==> config.mk <==
export PLATFORM = sky130hd
export DESIGN_NAME = edge_capture_timer
export DESIGN_NICKNAME = d
export VERILOG_FILES = /design/src/rtl/ect_pkg.sv /design/src/rtl/ect_edge_sync.sv /design/src/rtl/ect_counter.sv /design/src/rtl/ect_capture.sv /design/src/rtl/edge_capture_timer.sv
export SDC_FILE = /design/constraint.sdc
export NUM_CORES = 1
export LEC_CHECK = 0
export BUFFER_PORTS_ARGS = -buffer_cell sky130_fd_sc_hd__buf_2
export CAP_MARGIN = 40
export CORE_ASPECT_RATIO = 1.1
export CORE_MARGIN = 2
export CORE_UTILIZATION = 57
export CTS_BUF_LIST = sky130_fd_sc_hd__clkbuf_8
export DETAILED_ROUTE_END_ITERATION = 10
export GPL_TIMING_DRIVEN = 0
export PLACE_DENSITY = 0.88
export SYNTH_ARGS = -nofsm -noshare
export SYNTH_HDL_FRONTEND = slang
export SYNTH_SLANG_ARGS = --single-unit
==> constraint.sdc <==
create_clock -name clk -period 3.9 [get_ports clk]
set_input_delay 0.195 -clock clk [delete_from_list [all_inputs] [get_ports clk]]
set_output_delay 0.195 -clock clk [all_outputs]
set_load 0.1 [all_outputs]
==> src/rtl/ect_pkg.sv <==
package ect_pkg;

  typedef enum logic [1:0] {
    TRIG_NONE = 2'd0,
    TRIG_RISE = 2'd1,
    TRIG_FALL = 2'd2,
    TRIG_BOTH = 2'd3
  } trig_e;

  // effective terminal count for the chosen rate
  function automatic logic [31:0] ect_term(input logic [31:0] base, input logic ovs);
    return ovs ? (((base + 32'd1) << 2) - 32'd1) : base;
  endfunction

  // scale a raw latched count back to base resolution
  function automatic logic [31:0] ect_scale(input logic [31:0] raw, input logic ovs);
    return ovs ? (raw >> 2) : raw;
  endfunction

  // does this edge pair match the selected trigger
  function automatic logic ect_trig_hit(input trig_e sel, input logic rise, input logic fall);
    case (sel)
      TRIG_RISE: return rise;
      TRIG_FALL: return fall;
      TRIG_BOTH: return rise | fall;
      default:   return 1'b0;
    endcase
  endfunction

endpackage

==> src/rtl/ect_edge_sync.sv <==
module ect_edge_sync #(
  parameter int STAGES = 2
) (
  input  logic clk,
  input  logic rst,
  input  logic din,
  output logic level,
  output logic rise,
  output logic fall
);
  logic [STAGES-1:0] chain;
  logic              prev;

  always_ff @(posedge clk) begin
    if (rst) begin
      chain <= '0;
      prev  <= 1'b0;
    end else begin
      chain <= {chain[STAGES-2:0], din};
      prev  <= chain[STAGES-1];
    end
  end

  assign level = chain[STAGES-1];
  assign rise  = level & ~prev;
  assign fall  = ~level & prev;
endmodule

==> src/rtl/ect_counter.sv <==
module ect_counter #(
  parameter int CW = 16
) (
  input  logic          clk,
  input  logic          rst,
  input  logic          tick,
  input  logic [CW-1:0] term,
  output logic [CW-1:0] count,
  output logic          wrap
);
  logic at_end;

  assign at_end = (count >= term);
  assign wrap   = tick & at_end;

  always_ff @(posedge clk) begin
    if (rst)
      count <= '0;
    else if (tick)
      count <= at_end ? '0 : count + CW'(1);
  end
endmodule

==> src/rtl/ect_capture.sv <==
module ect_capture
  import ect_pkg::*;
#(
  parameter int CNT_W = 14,
  parameter int CW    = CNT_W + 2
) (
  input  logic             clk,
  input  logic             rst,
  input  logic             sync_en,
  input  logic             sample_fall,
  input  logic             oversample,
  input  logic             irq_en,
  input  logic             flag_clr,
  input  logic [1:0]       edge_sel,
  input  logic             t_rise,
  input  logic             t_fall,
  input  logic             c_rise,
  input  logic             c_fall,
  input  logic [CW-1:0]    count,
  output logic             cap_event,
  output logic             cap_fire,
  output logic [CNT_W-1:0] cap_value,
  output logic             cap_flag,
  output logic             cap_ovf,
  output logic             cap_irq
);
  logic pending;
  logic phase_tick;
  logic keep_flag;

  assign cap_event  = ect_trig_hit(trig_e'(edge_sel), c_rise, c_fall);
  assign phase_tick = sample_fall ? t_fall : t_rise;
  assign cap_fire   = sync_en ? (phase_tick & (pending | cap_event)) : cap_event;
  assign keep_flag  = cap_flag & ~flag_clr;

  always_ff @(posedge clk) begin
    if (rst) begin
      pending   <= 1'b0;
      cap_value <= '0;
      cap_flag  <= 1'b0;
      cap_ovf   <= 1'b0;
      cap_irq   <= 1'b0;
    end else begin
      if (!sync_en || cap_fire)
        pending <= 1'b0;
      else if (cap_event)
        pending <= 1'b1;
      if (cap_fire)
        cap_value <= CNT_W'(ect_scale(32'(count), oversample));
      cap_flag <= cap_fire | keep_flag;
      cap_ovf  <= (cap_fire & keep_flag) | (cap_ovf & ~flag_clr);
      cap_irq  <= cap_fire & irq_en;
    end
  end
endmodule

==> src/rtl/edge_capture_timer.sv <==
module edge_capture_timer
  import ect_pkg::*;
#(
  parameter int CNT_W   = 14,
  parameter int SYNC_FF = 2,
  localparam int CW     = CNT_W + 2
) (
  input  logic             clk,
  input  logic             rst,
  input  logic             tclk_in,
  input  logic             cap_in,
  input  logic [CNT_W-1:0] base_term,
  input  logic [1:0]       edge_sel,
  input  logic             sync_en,
  input  logic             sample_fall,
  input  logic             oversample,
  input  logic             irq_en,
  input  logic             flag_clr,
  output logic [CW-1:0]    count,
  output logic [CNT_W-1:0] cap_value,
  output logic             cap_flag,
  output logic             cap_ovf,
  output logic             cap_irq
);
  // named internal events for the checker
  logic          tclk_lvl, tclk_rise, tclk_fall;
  logic          capi_lvl, capi_rise, capi_fall;
  logic          cap_event, cap_fire, cnt_wrap;
  logic [CW-1:0] term_eff;

  assign term_eff = CW'(ect_term(32'(base_term), oversample));

  ect_edge_sync #(.STAGES(SYNC_FF)) u_tsync (
    .clk(clk), .rst(rst), .din(tclk_in),
    .level(tclk_lvl), .rise(tclk_rise), .fall(tclk_fall)
  );

  ect_edge_sync #(.STAGES(SYNC_FF)) u_csync (
    .clk(clk), .rst(rst), .din(cap_in),
    .level(capi_lvl), .rise(capi_rise), .fall(capi_fall)
  );

  ect_counter #(.CW(CW)) u_cnt (
    .clk(clk), .rst(rst), .tick(tclk_rise), .term(term_eff),
    .count(count), .wrap(cnt_wrap)
  );

  ect_capture #(.CNT_W(CNT_W), .CW(CW)) u_cap (
    .clk(clk), .rst(rst), .sync_en(sync_en), .sample_fall(sample_fall),
    .oversample(oversample), .irq_en(irq_en), .flag_clr(flag_clr),
    .edge_sel(edge_sel), .t_rise(tclk_rise), .t_fall(tclk_fall),
    .c_rise(capi_rise), .c_fall(capi_fall), .count(count),
    .cap_event(cap_event), .cap_fire(cap_fire), .cap_value(cap_value),
    .cap_flag(cap_flag), .cap_ovf(cap_ovf), .cap_irq(cap_irq)
  );
endmodule

==> flow_summary.html <==
<table>
<tr><th>Metric</th><th>Value</th></tr>
<tr><th colspan="2">Power</th></tr>
<tr><td>Power Density</td><td>290 nW/um2</td></tr>
<tr><td>Static Leakage</td><td>1.45 nW</td></tr>
<tr><td>Power after layout</td><td>932 uW</td></tr>
<tr><td>Peak supply drop</td><td>0.118 mV</td></tr>
<tr><th colspan="2">STA</th></tr>
<tr><td>Tightest hold margin</td><td>0.0838 ns</td></tr>
<tr><td>Number of failing hold endpoints at the final stage</td><td>0</td></tr>
<tr><td>Fraction of the cycle the final worst path needs</td><td>0.887</td></tr>
<tr><td>PnR worst setup slack</td><td>between 0.4 and 0.5 ns</td></tr>
<tr><td>Total negative setup slack</td><td>0 ns</td></tr>
<tr><td>Setup repair after global routing missed its margin</td><td>false</td></tr>
<tr><td>Worst max-slew margin expressed relative to the limit</td><td>0.602</td></tr>
<tr><td>Clock Skews</td><td>0.00717 ns</td></tr>
<tr><td>Crit path time final</td><td>~3.5 ns</td></tr>
<tr><td>Max-slew violation count</td><td>0</td></tr>
<tr><td>Final-report setup violation count</td><td>0</td></tr>
<tr><td>Slew at the pin closest to its max-slew limit</td><td>approximately 0.60 ns</td></tr>
<tr><td>Fmax</td><td>289 MHz</td></tr>
<tr><th colspan="2">Setup path</th></tr>
<tr><td>Critical path's slowest cell</td><td>sky130_fd_sc_hd__o32a_1</td></tr>
<tr><td>Slowest stage delay, CP</td><td>0.41 ns</td></tr>
<tr><td>Nature of the critical path startpoint</td><td>input port</td></tr>
<tr><td>Worst Path Class, Setup</td><td>in2reg</td></tr>
<tr><td>Critical path's top delay family</td><td>compound AO/OA/AOI/OAI gates</td></tr>
<tr><td>Nature of the critical path endpoint</td><td>flip-flop</td></tr>
<tr><td>Buf+Inv Stages, Crit Path</td><td>2</td></tr>
<tr><td>Critical Path RT</td><td>between 4 and 5 ns</td></tr>
<tr><td>Crit-path max FO</td><td>10</td></tr>
<tr><td>Ordered list of cells on the worst path</td><td>buf_2 &gt; ha_1 &gt; and4_4 &gt; nand4_2 &gt; a311oi_2 &gt; nand3_1 &gt; xnor2_1 &gt; mux2i_1 &gt; ha_1 &gt; a21o_1 &gt; a21o_1 &gt; a211oi_1 &gt; o41ai_1 &gt; o32a_1 &gt; buf_6 &gt; nor2_1</td></tr>
<tr><td>Data arrival time of the critical path</td><td>3.69 ns</td></tr>
<tr><th colspan="2">Clock network</th></tr>
<tr><td>Clock edge transition at the registers on the reported setup and hold paths</td><td>about 0.070 ns</td></tr>
<tr><td>Buffer count from post-CTS setup fixing</td><td>0</td></tr>
<tr><td>Post-CTS Hold Fix Bufs</td><td>0</td></tr>
<tr><td>Resize count post-CTS</td><td>0</td></tr>
<tr><td>Sinks on the clock net</td><td>40</td></tr>
<tr><td>Maximum clock insertion buffer count</td><td>2</td></tr>
<tr><td>Cts bufs inserted</td><td>5</td></tr>
<tr><td>Clock tree from TritonCTS</td><td>built</td></tr>
<tr><td>Clock root cell</td><td>sky130_fd_sc_hd__clkbuf_8</td></tr>
<tr><td>Number of H-tree levels</td><td>2</td></tr>
<tr><td>Clock latency of the later-clocked register in the worst-skew pair</td><td>0.29 ns</td></tr>
<tr><th colspan="2">Yosys</th></tr>
<tr><td>Cells after synthesis</td><td>324</td></tr>
<tr><td>Yosys warning total</td><td>0</td></tr>
<tr><td>Number of enable-type register cells in the synthesized netlist</td><td>0</td></tr>
<tr><td>Netlist area before placement</td><td>about 2800 um2</td></tr>
<tr><td>Share of synthesized registers carrying an async set or reset</td><td>0</td></tr>
<tr><td>Synth area leader</td><td>sky130_fd_sc_hd__dfxtp_1</td></tr>
<tr><td>Seq/Total Area, Yosys</td><td>0.285</td></tr>
<tr><td>Share of Yosys cell area claimed by the top area cell type</td><td>0.285</td></tr>
<tr><td>Post-synthesis net count</td><td>369</td></tr>
<tr><td>Most instantiated flip-flop cell in the synthesis netlist</td><td>sky130_fd_sc_hd__dfxtp_1</td></tr>
<tr><td>Cell variety after synth</td><td>52</td></tr>
<tr><td>Post-synthesis register bit count</td><td>40</td></tr>
<tr><td>Mean instance size in the synthesized netlist</td><td>8.66 um2</td></tr>
<tr><td>Synth top area cells</td><td>sky130_fd_sc_hd__dfxtp_1, sky130_fd_sc_hd__ha_1, sky130_fd_sc_hd__mux2i_1</td></tr>
<tr><th colspan="2">Cells and area</th></tr>
<tr><td>Ant diodes</td><td>0</td></tr>
<tr><td>Area delta synth-&gt;final</td><td>14.5%</td></tr>
<tr><td>Fill cell instance count of the final layout</td><td>388</td></tr>
<tr><td>Util after Layout</td><td>0.685</td></tr>
<tr><td>Final design instance area without fill</td><td>3210 um2</td></tr>
<tr><td>Proportion of layout cells with a drive suffix above 1</td><td>0.210</td></tr>
<tr><td>Storage element area</td><td>801 um2</td></tr>
<tr><td>Net count, final</td><td>425</td></tr>
<tr><td>Combined area of the multi-input logic cells</td><td>1840 um2</td></tr>
<tr><td>Final Non-Filler Cells</td><td>between 400 and 500</td></tr>
<tr><th colspan="2">Drt</th></tr>
<tr><td>Number of routed nets with antenna violations</td><td>0</td></tr>
<tr><td>Detailed-route wire length</td><td>6.12 mm</td></tr>
<tr><td>DR WL/cell</td><td>14.0 um</td></tr>
<tr><td>Initial detailed-routing violation count</td><td>61</td></tr>
<tr><td>Via-per-instance ratio</td><td>5.72</td></tr>
<tr><td>Router iterations before antenna repair</td><td>5</td></tr>
<tr><td>Count of unresolved DRC violations after routing</td><td>0</td></tr>
<tr><td>Routed vias</td><td>2501</td></tr>
<tr><th colspan="2">Placement</th></tr>
<tr><td>Final weighted congestion of routability-driven global placement</td><td>0.867</td></tr>
<tr><td>Placed cell areas</td><td>3120 um2</td></tr>
<tr><td>Worst setup timing slack at the placement stage</td><td>0.190 ns</td></tr>
<tr><td># port buffers</td><td>49</td></tr>
<tr><td>Total instance count after detailed placement</td><td>429</td></tr>
<tr><td>Final HPWL from detailed placement</td><td>4.83 mm</td></tr>
<tr><th colspan="2">Status</th></tr>
<tr><td>Status</td><td>complete, no violations</td></tr>
<tr><th colspan="2">Global routing</th></tr>
<tr><td>Vias in the first global route</td><td>around 2400</td></tr>
<tr><td>Maximum number of pins on one net before global-route repair</td><td>12</td></tr>
<tr><td>Total grt overflow</td><td>0</td></tr>
<tr><td>Global-route wire length before repair</td><td>about 11 mm</td></tr>
<tr><td>Total routing resource utilization after global routing</td><td>0.232</td></tr>
<tr><td>Antenna violations before repair</td><td>0</td></tr>
<tr><th colspan="2">Floorplanning</th></tr>
<tr><td>Height of the die</td><td>a little under 80 um</td></tr>
<tr><td>Initial core utilization</td><td>0.599</td></tr>
<tr><td>Die area</td><td>5500 um2</td></tr>
<tr><td>Top Ports</td><td>between 50 and 60</td></tr>
<tr><td>Total number of placement rows</td><td>26</td></tr>
<tr><td>Area of the core</td><td>4680 um2</td></tr>
<tr><td>Width of the die</td><td>70.9 um</td></tr>
<tr><th colspan="2">Min path</th></tr>
<tr><td>Worst min-delay path category</td><td>in2reg</td></tr>
<tr><th colspan="2">Run</th></tr>
<tr><td>MaxCap Viol Count</td><td>0</td></tr>
</table>
logic make-up (layout without fill, tap and decap cells):
kind of cell	after synthesis	in the layout	share of synthesized area
compound gates	54	54	0.143
xor+xnor	36	36	0.112
fa+ha+maj	20	20	0.0892
buf+inv	26	83	0.0571
flops	40	40	0.285
mux	25	25	0.0892
simple gates	123	123	0.223
power by group:
group / internal (mW) / switching (mW)
clock: 0.139 / 0.133
sequential: 0.421 / 0.00973
combinational: 0.0730 / 0.157
cells in the mapped netlist, types with 9 or more instances:
library cell               instances
sky130_fd_sc_hd__ha_1             20
sky130_fd_sc_hd__nor2b_1           9
sky130_fd_sc_hd__mux2i_1          25
sky130_fd_sc_hd__nor2_1           46
sky130_fd_sc_hd__a211oi_1         18
sky130_fd_sc_hd__nand4_1           9
sky130_fd_sc_hd__xor2_1           14
sky130_fd_sc_hd__xnor2_1          22
sky130_fd_sc_hd__nand2_1          23
sky130_fd_sc_hd__dfxtp_1          40
path summary, 6_finish.rpt:
path,start,to,slack [ns],cells after the start
worst max-delay path,base_term[0],u_cnt.count[6],0.44,16
worst min-delay path,flag_clr,u_cap.cap_ovf,0.08,2
worst max register to register,u_cnt.count[13],u_cnt.count[6],1.58,8
worst min register to register,u_tsync.chain[0],u_tsync.chain[1],0.44,1
area by class of cell:
cell class                      count  share of cell area
Timing Repair Buffer               49              0.0764
Clock buffer                        6              0.0257
Multi-Input combinational cell    258               0.574
Tap cell                           56              0.0218
Clock inverter                      2             0.00234
Buffer                             20              0.0429
Inverter                            6             0.00701
Sequential cell                    40               0.249
sequential cells by signal, summed over array words and instances, names as in the netlist, 2 cells and up:
name / cells
u_csync.chain: 2
u_cnt.count: 16
u_tsync.chain: 2
u_cap.cap_value: 14
per-layer routing:
| metal | vias to the layer above | part of all wire | global-route usage |
|---|---|---|---|
| met5 | - | 0 | 0 |
| met1 | 1155 | 0.41 | 0.255 |
| met3 | 11 | 0.047 | 0.0416 |
| met4 | 0 | 0.018 | 0.0830 |
| li1 | 1261 | - | - |
| met2 | 74 | 0.52 | 0.436 |
placed cells by master (no fill, tap or decap), drive strengths merged, types with 9 or more instances in the layout:
master,count
xor2,14
mux2i,25
nand2,23
a211oi,18
nor2,46
ha,20
xnor2,22
dfxtp,40
clkbuf,15
nand4,10
nor2b,9
buf,60
(Power assumes the default switching activity.)
